File: config.mk
export PLATFORM = sky130hd
export DESIGN_NAME = planar_ctl_regs
export DESIGN_NICKNAME = d
export VERILOG_FILES = /design/src/rtl/pcr_pkg.sv /design/src/rtl/pcr_byte_split.sv /design/src/rtl/pcr_seq_bank.sv /design/src/rtl/pcr_gfx_bank.sv /design/src/rtl/pcr_mode_track.sv /design/src/rtl/planar_ctl_regs.sv
export SDC_FILE = /design/constraint.sdc
export NUM_CORES = 2
export LEC_CHECK = 0
export CAP_MARGIN = 25
export CORE_MARGIN = 5
export CORE_UTILIZATION = 50
export CTS_BUF_LIST = sky130_fd_sc_hd__clkbuf_2 sky130_fd_sc_hd__clkbuf_4 sky130_fd_sc_hd__clkbuf_8
export CTS_CLUSTER_SIZE = 10
export DETAILED_ROUTE_END_ITERATION = 10
export HOLD_SLACK_MARGIN = 0.02
export PLACE_DENSITY = 0.67
export SKIP_LAST_GASP = 1
export SLEW_MARGIN = 10
export SYNTH_ARGS = -nofsm -noshare
export SYNTH_HDL_FRONTEND = slang
export SYNTH_HIERARCHICAL = 1
export SYNTH_SLANG_ARGS = --single-unit
File: constraint.sdc
create_clock -name clk -period 12.8 [get_ports clk]
set_clock_uncertainty 0.15 [all_clocks]
set_input_delay 2.56 -clock clk [delete_from_list [all_inputs] [get_ports clk]]
set_output_delay 2.56 -clock clk [all_outputs]
set_load 0.01 [all_outputs]
File: src/rtl/pcr_pkg.sv
package pcr_pkg;

  typedef enum logic [2:0] {
    PT_NONE    = 3'd0,
    PT_SEQ_IDX = 3'd1,
    PT_SEQ_DAT = 3'd2,
    PT_GFX_IDX = 3'd3,
    PT_GFX_DAT = 3'd4
  } port_e;

  typedef struct packed {
    logic       wr;
    logic       rd;
    port_e      port;
    logic [7:0] wdata;
  } byte_op_t;

  // Implemented bits of the sequencer registers
  function automatic logic [7:0] seq_keep(input logic [7:0] idx);
    case (idx)
      8'd0:    return 8'h03;
      8'd1:    return 8'h3D;
      8'd2:    return 8'h0F;
      8'd3:    return 8'h3F;
      8'd4:    return 8'h0E;
      8'd5:    return 8'h00;
      default: return 8'hFF;
    endcase
  endfunction

  // Implemented bits of the masked graphics registers
  function automatic logic [7:0] gfx_keep(input logic [7:0] idx);
    case (idx)
      8'd3:    return 8'h1F;
      8'd4:    return 8'h03;
      8'd5:    return 8'h7B;
      8'd8:    return 8'hFF;
      default: return 8'h0F;
    endcase
  endfunction

  // Sequencer register 6 accepts only two codes
  function automatic logic [7:0] seq_unlock_code(input logic [7:0] v);
    return ((v & 8'h17) == 8'h12) ? 8'h12 : 8'h0F;
  endfunction

endpackage

File: src/rtl/pcr_byte_split.sv
module pcr_byte_split
  import pcr_pkg::*;
#(
  parameter int              ADDR_W    = 16,
  parameter int              MAX_BYTES = 8,
  parameter logic [ADDR_W-1:0] SEQ_BASE  = 16'h03C4,
  parameter logic [ADDR_W-1:0] GFX_BASE  = 16'h03CE,
  localparam int             LANE_W    = $clog2(MAX_BYTES),
  localparam int             SZ_W      = $clog2(LANE_W + 1),
  localparam int             DATA_W    = MAX_BYTES * 8
) (
  input  logic              clk,
  input  logic              rst,
  input  logic              req_valid,
  output logic              req_ready,
  input  logic              req_write,
  input  logic [ADDR_W-1:0] req_addr,
  input  logic [SZ_W-1:0]   req_size,
  input  logic [DATA_W-1:0] req_wdata,
  output byte_op_t          op,
  input  logic              byte_local,
  input  logic [7:0]        rd_byte,
  output logic              rsp_valid,
  output logic [DATA_W-1:0] rsp_rdata,
  output logic              rsp_local
);

  localparam int CNT_W = LANE_W + 1;

  function automatic port_e decode(input logic [ADDR_W-1:0] a);
    if (a == SEQ_BASE)                  return PT_SEQ_IDX;
    if (a == SEQ_BASE + ADDR_W'(1))     return PT_SEQ_DAT;
    if (a == GFX_BASE)                  return PT_GFX_IDX;
    if (a == GFX_BASE + ADDR_W'(1))     return PT_GFX_DAT;
    return PT_NONE;
  endfunction

  logic              busy_q;
  logic [CNT_W-1:0]  left_q;
  logic [ADDR_W-1:0] addr_q;
  logic [DATA_W-1:0] data_q;
  logic              wr_q;
  logic [LANE_W-1:0] lane_q;

  logic              accept;
  logic [CNT_W-1:0]  nbytes;
  logic              issue;
  logic [ADDR_W-1:0] cur_addr;
  logic [7:0]        cur_byte;
  logic              cur_wr;
  logic [LANE_W-1:0] cur_lane;
  logic              cur_last;

  assign req_ready = !busy_q;
  assign accept    = req_valid && !busy_q;
  assign nbytes    = CNT_W'(1) << req_size;

  // Byte 0 leaves in the accepting cycle, later bytes from the held request
  always_comb begin
    issue    = 1'b0;
    cur_addr = addr_q;
    cur_byte = data_q[7:0];
    cur_wr   = wr_q;
    cur_lane = lane_q;
    cur_last = (left_q == CNT_W'(1));
    if (accept) begin
      issue    = 1'b1;
      cur_addr = req_addr;
      cur_byte = req_wdata[7:0];
      cur_wr   = req_write;
      cur_lane = '0;
      cur_last = (req_size == '0);
    end else if (busy_q) begin
      issue = 1'b1;
    end
  end

  always_comb begin
    op.wr    = issue && cur_wr;
    op.rd    = issue && !cur_wr;
    op.port  = decode(cur_addr);
    op.wdata = cur_byte;
  end

  always_ff @(posedge clk) begin
    if (rst) begin
      busy_q <= 1'b0;
      left_q <= '0;
      addr_q <= '0;
      data_q <= '0;
      wr_q   <= 1'b0;
      lane_q <= '0;
    end else if (accept) begin
      busy_q <= (req_size != '0);
      left_q <= nbytes - CNT_W'(1);
      addr_q <= req_addr + ADDR_W'(1);
      data_q <= req_wdata >> 8;
      wr_q   <= req_write;
      lane_q <= LANE_W'(1);
    end else if (busy_q) begin
      busy_q <= (left_q != CNT_W'(1));
      left_q <= left_q - CNT_W'(1);
      addr_q <= addr_q + ADDR_W'(1);
      data_q <= data_q >> 8;
      lane_q <= lane_q + LANE_W'(1);
    end
  end

  // Read collection: bank bytes arrive one cycle after their issue
  logic              rd_pend_q;
  logic [LANE_W-1:0] rd_lane_q;
  logic              rd_last_q;
  logic              local_q;
  logic [DATA_W-1:0] acc_q;
  logic [DATA_W-1:0] placed;

  assign placed = DATA_W'(rd_byte) << {rd_lane_q, 3'b000};

  always_ff @(posedge clk) begin
    if (rst) begin
      rd_pend_q <= 1'b0;
      rd_lane_q <= '0;
      rd_last_q <= 1'b0;
      local_q   <= 1'b0;
      acc_q     <= '0;
    end else begin
      rd_pend_q <= issue && !cur_wr;
      rd_lane_q <= cur_lane;
      rd_last_q <= cur_last;
      if (issue && !cur_wr)
        local_q <= ((cur_lane == '0) ? 1'b1 : local_q) & byte_local;
      if (issue && !cur_wr && cur_lane == '0)
        acc_q <= '0;
      else if (rd_pend_q)
        acc_q <= acc_q | placed;
    end
  end

  assign rsp_valid = rd_pend_q && rd_last_q;
  assign rsp_rdata = acc_q | placed;
  assign rsp_local = local_q;

  // a wide request holds off the next one
  p_busy_after_wide_r9: assert property (@(posedge clk) disable iff (rst)
    (accept && req_size != '0) |=> !req_ready);

  // every response follows a read byte issued one cycle earlier
  p_rsp_follows_read_r10: assert property (@(posedge clk) disable iff (rst)
    rsp_valid |-> $past(op.rd));

endmodule

File: src/rtl/pcr_seq_bank.sv
module pcr_seq_bank
  import pcr_pkg::*;
#(
  parameter int  SEQ_REGS = 8,
  localparam int SEL_W    = $clog2(SEQ_REGS),
  localparam int FLAT_W   = SEQ_REGS * 8
) (
  input  logic              clk,
  input  logic              rst,
  input  byte_op_t          op,
  output logic [7:0]        idx,
  output logic [FLAT_W-1:0] regs_flat,
  output logic [7:0]        rd_byte
);

  localparam logic [7:0] REGS_B   = 8'(SEQ_REGS);
  localparam logic [7:0] CODE_IDX = 8'd6;

  logic [7:0] idx_q;
  logic [7:0] regs_q [SEQ_REGS];
  logic [7:0] rd_q;
  logic       in_range;
  logic [7:0] wr_val;
  logic [7:0] rd_val;

  assign in_range = (idx_q < REGS_B);
  assign wr_val   = (idx_q == CODE_IDX) ? seq_unlock_code(op.wdata)
                                        : (op.wdata & seq_keep(idx_q));

  always_comb begin
    rd_val = 8'h00;
    if (op.port == PT_SEQ_IDX)
      rd_val = idx_q;
    else if (op.port == PT_SEQ_DAT && in_range)
      rd_val = regs_q[idx_q[SEL_W-1:0]];
  end

  always_ff @(posedge clk) begin
    if (rst) begin
      idx_q <= 8'h00;
      rd_q  <= 8'h00;
      for (int i = 0; i < SEQ_REGS; i++) regs_q[i] <= 8'h00;
    end else begin
      if (op.wr && op.port == PT_SEQ_IDX)
        idx_q <= op.wdata;
      if (op.wr && op.port == PT_SEQ_DAT && in_range)
        regs_q[idx_q[SEL_W-1:0]] <= wr_val;
      if (op.rd)
        rd_q <= rd_val;
    end
  end

  for (genvar k = 0; k < SEQ_REGS; k++) begin : g_flat
    assign regs_flat[k*8 +: 8] = regs_q[k];
  end

  assign idx     = idx_q;
  assign rd_byte = rd_q;

  // an out-of-range data read answers zero
  p_oob_read_zero_r5: assert property (@(posedge clk) disable iff (rst)
    (op.rd && op.port == PT_SEQ_DAT && !in_range) |=> rd_q == 8'h00);

  if (SEQ_REGS > 6) begin : g_code_chk
    // register 6 only ever holds one of its two codes or its reset value
    p_code_reg_r3: assert property (@(posedge clk) disable iff (rst)
      (op.wr && op.port == PT_SEQ_DAT && idx_q == CODE_IDX)
        |=> (regs_q[6] == 8'h12 || regs_q[6] == 8'h0F));
  end

endmodule

File: src/rtl/pcr_gfx_bank.sv
module pcr_gfx_bank
  import pcr_pkg::*;
#(
  parameter int  IDX_W    = 8,
  parameter int  GFX_LO   = 9,
  localparam int GFX_REGS = 1 << IDX_W,
  localparam int LO_SEL_W = $clog2(GFX_LO),
  localparam int FLAT_W   = GFX_LO * 8
) (
  input  logic              clk,
  input  logic              rst,
  input  byte_op_t          op,
  output logic [7:0]        idx,
  output logic [FLAT_W-1:0] regs_flat,
  output logic [7:0]        rd_byte
);

  localparam logic [7:0] LO_B = 8'(GFX_LO);

  logic [7:0] idx_q;
  logic [7:0] lo_q [GFX_LO];
  logic [7:0] mem [GFX_REGS];
  logic [7:0] mem_q;
  logic [7:0] rd_q;
  logic       from_mem_q;
  logic       lo_sel;
  logic       dat_wr;
  logic [7:0] rd_val;

  assign lo_sel = (idx_q < LO_B);
  assign dat_wr = op.wr && op.port == PT_GFX_DAT;

  always_comb begin
    rd_val = 8'h00;
    if (op.port == PT_GFX_IDX)
      rd_val = idx_q;
    else if (op.port == PT_GFX_DAT && lo_sel)
      rd_val = lo_q[idx_q[LO_SEL_W-1:0]];
  end

  // Masked registers in flops, visible to the memory datapath
  always_ff @(posedge clk) begin
    if (rst) begin
      idx_q      <= 8'h00;
      rd_q       <= 8'h00;
      from_mem_q <= 1'b0;
      for (int i = 0; i < GFX_LO; i++) lo_q[i] <= 8'h00;
    end else begin
      if (op.wr && op.port == PT_GFX_IDX)
        idx_q <= op.wdata;
      if (dat_wr && lo_sel)
        lo_q[idx_q[LO_SEL_W-1:0]] <= op.wdata & gfx_keep(idx_q);
      if (op.rd) begin
        rd_q       <= rd_val;
        from_mem_q <= (op.port == PT_GFX_DAT) && !lo_sel;
      end
    end
  end

  // Upper registers in a single-port RAM with registered read
  always_ff @(posedge clk) begin
    if (dat_wr && !lo_sel)
      mem[idx_q[IDX_W-1:0]] <= op.wdata;
    if (op.rd)
      mem_q <= mem[idx_q[IDX_W-1:0]];
  end

  for (genvar k = 0; k < GFX_LO; k++) begin : g_flat
    assign regs_flat[k*8 +: 8] = lo_q[k];
  end

  assign idx     = idx_q;
  assign rd_byte = from_mem_q ? mem_q : rd_q;

  // the index port keeps the last byte written to it
  p_index_track_r1: assert property (@(posedge clk) disable iff (rst)
    (op.wr && op.port == PT_GFX_IDX) |=> idx_q == $past(op.wdata));

endmodule

File: src/rtl/pcr_mode_track.sv
module pcr_mode_track #(
  parameter logic [7:0] STD_SEQ_VAL = 8'h00,
  parameter logic [7:0] STD_GFX_VAL = 8'h05
) (
  input  logic       clk,
  input  logic       rst,
  input  logic [7:0] seq_sel,
  input  logic [7:0] gfx_sel,
  output logic       std_mode,
  output logic       cache_en,
  output logic       cache_restart
);

  logic std_now;
  logic mode_q;
  logic cache_q;
  logic restart_q;

  assign std_now = (seq_sel == STD_SEQ_VAL) && (gfx_sel == STD_GFX_VAL);

  always_ff @(posedge clk) begin
    if (rst) begin
      mode_q    <= 1'b0;
      cache_q   <= 1'b0;
      restart_q <= 1'b0;
    end else begin
      mode_q    <= std_now;
      restart_q <= std_now && !mode_q;
      if (std_now && !mode_q)
        cache_q <= 1'b1;
    end
  end

  assign std_mode      = mode_q;
  assign cache_en      = cache_q;
  assign cache_restart = restart_q;

  // the restart pulse coincides with the rise of the mode flag
  p_restart_on_rise_r7: assert property (@(posedge clk) disable iff (rst)
    cache_restart |-> (std_mode && !$past(std_mode)));

  // the cache-enable flag is sticky
  p_cache_sticky_r7: assert property (@(posedge clk) disable iff (rst)
    $past(cache_en) |-> cache_en);

endmodule

File: src/rtl/planar_ctl_regs.sv
module planar_ctl_regs
  import pcr_pkg::*;
#(
  parameter int              ADDR_W    = 16,
  parameter int              MAX_BYTES = 8,
  parameter int              SEQ_REGS  = 8,
  parameter int              IDX_W     = 8,
  parameter int              GFX_LO    = 9,
  parameter logic [ADDR_W-1:0] SEQ_BASE  = 16'h03C4,
  parameter logic [ADDR_W-1:0] GFX_BASE  = 16'h03CE,
  localparam int             LANE_W    = $clog2(MAX_BYTES),
  localparam int             SZ_W      = $clog2(LANE_W + 1),
  localparam int             DATA_W    = MAX_BYTES * 8
) (
  input  logic                  clk,
  input  logic                  rst,
  input  logic                  req_valid,
  output logic                  req_ready,
  input  logic                  req_write,
  input  logic [ADDR_W-1:0]     req_addr,
  input  logic [SZ_W-1:0]       req_size,
  input  logic [DATA_W-1:0]     req_wdata,
  output logic                  rsp_valid,
  output logic [DATA_W-1:0]     rsp_rdata,
  output logic                  rsp_local,
  output logic                  std_mode,
  output logic                  cache_en,
  output logic                  cache_restart,
  output logic [SEQ_REGS*8-1:0] seq_regs,
  output logic [GFX_LO*8-1:0]   gfx_regs
);

  localparam logic [7:0] SEQ_LIM = 8'(SEQ_REGS);
  localparam logic [7:0] GFX_LIM = 8'(GFX_LO);

  byte_op_t   op;
  logic [7:0] seq_idx;
  logic [7:0] gfx_idx;
  logic [7:0] seq_rd;
  logic [7:0] gfx_rd;
  logic       byte_local;

  // A data read past the masked range cannot be answered locally
  assign byte_local = !((op.port == PT_SEQ_DAT) && (seq_idx >= SEQ_LIM)) &&
                      !((op.port == PT_GFX_DAT) && (gfx_idx >= GFX_LIM));

  pcr_byte_split #(
    .ADDR_W   (ADDR_W),
    .MAX_BYTES(MAX_BYTES),
    .SEQ_BASE (SEQ_BASE),
    .GFX_BASE (GFX_BASE)
  ) u_split (
    .clk       (clk),
    .rst       (rst),
    .req_valid (req_valid),
    .req_ready (req_ready),
    .req_write (req_write),
    .req_addr  (req_addr),
    .req_size  (req_size),
    .req_wdata (req_wdata),
    .op        (op),
    .byte_local(byte_local),
    .rd_byte   (seq_rd | gfx_rd),
    .rsp_valid (rsp_valid),
    .rsp_rdata (rsp_rdata),
    .rsp_local (rsp_local)
  );

  pcr_seq_bank #(
    .SEQ_REGS(SEQ_REGS)
  ) u_seq (
    .clk      (clk),
    .rst      (rst),
    .op       (op),
    .idx      (seq_idx),
    .regs_flat(seq_regs),
    .rd_byte  (seq_rd)
  );

  pcr_gfx_bank #(
    .IDX_W (IDX_W),
    .GFX_LO(GFX_LO)
  ) u_gfx (
    .clk      (clk),
    .rst      (rst),
    .op       (op),
    .idx      (gfx_idx),
    .regs_flat(gfx_regs),
    .rd_byte  (gfx_rd)
  );

  pcr_mode_track u_mode (
    .clk          (clk),
    .rst          (rst),
    .seq_sel      (seq_regs[7*8 +: 8]),
    .gfx_sel      (gfx_regs[6*8 +: 8]),
    .std_mode     (std_mode),
    .cache_en     (cache_en),
    .cache_restart(cache_restart)
  );

endmodule

==> results.txt <==
- The run finished with clean final reports.
- Hold repair after CTS inserted 0 buffers.
* Maximum cell stage delay along the critical path: about 650 ps
* Count of buffer and inverter cells on the critical path: 4
* Met1 layer wirelength in the final routing: 98640 um
- Number of buffers on the longest clock path: 4
* Post-Route WL: around 250000 um
- Headroom to the max-slew limit came out at 0.2390.
- After detailed routing, the number of remaining DRC violations is 0.
- PD cells: 148.1 nW/um^2
* Number of hold violations in the final report: 0
- After the flow finishes, the layout carries non-filler instances totaling 8529.
* Total clock buffers created by CTS: slightly below 400
- Synthesized-area fraction occupied by adder cells: 0.0003931
* Unique cell type count in the Yosys netlist: roughly 80
- For the pin with the worst max-slew slack, the measured transition is 1139 ps.
* TritonCTS clock tree: yes
- Layout Area Growth over Synthesis: 14.85%
- Using the TritonRoute via totals, the vias-per-cell ratio works out to 6.094.
* GRT overflow: 0
- The worst setup path is launched from an input port.
- Wire length of the first global-routing pass: 358500 um
- Core area: 190000 sq um
* Die width: around 450 um
- Of the cells placed in the final design, the portion with a size suffix greater than 1 is 0.2225.
- Dividing the final minimum period by the clock period gives 0.5645.
- In this run the count of I/O pins placed on the die edge is 292.
- Gate count after technology mapping: a little over 5000
- XOR/XNOR share of the synthesized area: 0.001926
- The clock drives 2442 sinks.
- Worst-path cell with the longest stage delay: buf_4
- Reg2Reg Capture Point: u_gfx/mem[246][6]$_DFFE_PP_
- Summing all placed instances gives a cell area of about 100000 sq um.
* Cell count after placement: 7826
* Warnings from Yosys: 6
- The worst setup path is captured at a flip-flop.
* Aggregate negative setup slack: 0 ps
- In this run the vertical extent of the chip is 447.0 um.
- The worst hold path begins at u_split/acc_q[43]$_SDFFE_PP0P_.
- Count of buffers added by post-CTS timing repair for setup: 0
- The cell that appears most often on the critical path is buf_4.
* Sequential share of the synthesized area: 0.7476
* Multiplexer fraction of the synthesized cell area: 0.1421
- Setup repair after global routing left no endpoint under its margin.
- Setup violations remaining at the end of the flow were counted as 0.
- A synthesized cell averages roughly 19 sq um.
* Clk slew on worst S/H paths: roughly 60 ps
* Net total in the final layout: around 5800
- Critical register-to-register path startpoint: u_split/busy_q$_SDFF_PP0_
- Antenna violations before repair: 7
- The die covers ~200000 sq um.
- Met3 WL: roughly 24000 um
- Largest net degree at the start of global routing: approximately 160
- Combinational family with the most area after synthesis: multiplexers
* Detailed-routing iteration count for the pre-antenna-repair pass: 6
- During placement, the flow inserted port buffers numbering roughly 290.
- Data on the critical path arrives at its endpoint at slightly below 8000 ps.
- Per-cell routed wire length: slightly below 30 um
- Min-Delay Path Depth: 2
- In the global route stage, overall resource usage came out at 0.2470.
* Class of the tightest hold or removal check: flip-flop to flip-flop
- Post-layout instance area: about 110000 sq um
* Max-Cap Viols: 0
- The path with the worst hold slack has its endpoint at u_split/acc_q[43]$_SDFFE_PP0P_.
- IR analysis of the VDD net gives a maximum drop of 0.1192 mV.
- Broken down by cell family, the worst path's largest delay share belongs to simple AND/OR/NAND/NOR gates.
- Routability cong.: 0.8813
- In this run the worst path has a maximum fanout of 46.
* Share of Yosys cell area claimed by the top area cell type: 0.7069
- The mapped netlist covers 95490 sq um.
* Synthesized-area fraction occupied by and/or/nand/nor cells: 0.04036
- Max layer used: met5
- Site row count: between 150 and 200
* Number of enable flip-flop cells after synthesis: 2248
- After filler insertion, the fill cell instance count of the layout stands at approximately 14000.
- The library cell used most frequently in the layout, excluding fill and tap cells, is edfxtp_1.
- H-tree Lvls: 5
- Count of state elements after synthesis: approximately 2400
- Wire segments on met2 add up to approximately 120000 um in the final route.
* Post-synth ARST share: 0
* Clock root buffer: clkbuf_8
- The setup check on the worst reg-to-reg path leaves a slack of 7020 ps.
- Post-synth top flop: edfxtp_1
* Vias: approximately 52000
* DRC marker count from the first detailed-route iteration: 6939
- Final total power: 0.01624 W
* Worst R2R Path Depth: 12
* Starting density of the core: 0.5026
- Number of global-route vias before repair: between 50000 and 60000
- Fraction of the mapped netlist area in compound gates: 0.05118
- Detailed placement finished with a half-perimeter wire length of 150300 um.
* Leakage: approximately 35 nW
- Top post-synthesis cells by area: edfxtp_1, mux4_2, dfxtp_1, nor2_1, a22oi_1
- The worst setup path is of the input port to flip-flop kind.
- Static timing analysis puts the maximum clock frequency at about 0.14 GHz.
- The count of nets left with antenna violations once routing finished came out at 0.
* Most used cells in the layout excluding fill and tap cells: edfxtp_1, mux4_2, nor2_1
- Clk Latency, worst-skew pair: around 1100 ps
* Biggest area consumer among synthesized cells: edfxtp_1
- Cells traversed along the worst timing path: buf_4 > buf_4 > and4b_1 > a31oi_2 > nand2b_1 > nor2_1 > nor3b_1 > buf_4 > o211ai_1 > nor2b_1 > nand2_2 > buf_4 > nor2_1
* Post-cts repair resize count: 0
- The count of final max-slew check failures is 0.
- For the worst setup path, the data required time is about 13000 ps.
* Min Clock Period, post-route: about 7200 ps
-- per-stage QoR --
step                worst slack [ps]  utilization  hold WS (ps)
finish                          5575       0.5773         316.7
global route                    5384       0.5772         336.1
CTS                             5694       0.5761         323.1
detailed placement              4570       0.5356         308.2
global placement                4647       0.5351         300.2
floorplan                       4505            -         288.6
-- final cells by class --
cell class,count,area [sq um],share of cell area
well taps,2511,3142,0.02865
flip-flops and latches,2442,71400,0.6510
multi-input cells,2471,23460,0.2139
diodes,9,22.52,0.0002054
clock inverters,182,1398,0.01274
repair buffers,389,3860,0.03520
clock buffers,501,6301,0.05745
inverters,24,90.09,0.0008214
-- worst max path at each step --
stage / endpoint / from / cells after the start
2_1_floorplan: u_seq/regs_q[4][2]$_SDFFCE_PN0P_ / req_valid / 9
3_3_place_gp: u_gfx/mem[29][1]$_DFFE_PP_ / req_valid / 12
3_5_place_dp: u_gfx/mem[113][5]$_DFFE_PP_ / req_valid / 12
4_1_cts: u_gfx/mem[113][3]$_DFFE_PP_ / req_valid / 12
5_1_grt: u_gfx/mem[113][1]$_DFFE_PP_ / req_valid / 12
6_report: u_gfx/mem[246][6]$_DFFE_PP_ / req_valid / 13
-- cell usage after synthesis, drive strengths merged (33+ instances only) --
cell / instances
buf: 133
clkbuf: 194
mux2i: 85
o41ai: 33
a21oi: 268
edfxtp: 2248
nor2: 544
nand2: 138
a22oi: 271
a21o: 65
mux4: 559
dfxtp: 194
-- layer usage --
metal / track usage / vias to the layer above
li1: - / 21740
met3: 0.05555 / 503
met2: 0.3821 / 2966
met1: 0.3524 / 26760
met5: 0 / -
met4: 0.08292 / 4
-- power breakdown --
| group | total, W | internal, W | switching [W] |
|---|---|---|---|
| combinational | 0.000649 | 0.000173 | 0.000476 |
| sequential | 0.00896 | 0.00891 | 0.0000541 |
| clock | 0.00663 | 0.00366 | 0.00297 |
-- sequential cells by signal, summed over array words and instances, names as in the netlist, 3 cells and up, named ones only --
register           count
u_split/addr_q        16
u_gfx/mem           2048
u_gfx/mem_q            8
u_split/left_q         4
u_split/acc_q         64
u_gfx/rd_q             8
u_seq/idx              8
u_gfx/lo_q           128
u_seq/regs_q          64
u_split/rd_lane_q      3
u_split/data_q        56
u_seq/rd_byte          8
u_gfx/idx              8
u_split/lane_q         3
-- worst min-delay path, stage by stage (launching register included) --
cell and delay [ps]:
dfxtp_1 330, a21oi_1 40, nor2_1 70
-- cell families (layout without fill, tap and decap cells) --
kind of cell    Yosys count  count (layout)
buf+inv                 351            1096
simple gates            868             868
flops                  2442            2442
mux                     655             655
fa+ha+maj                 3               3
compound gates          734             734
other cells               2             199
xor+xnor                 21              21
No activity file was read; power rests on OpenSTA's default activity.
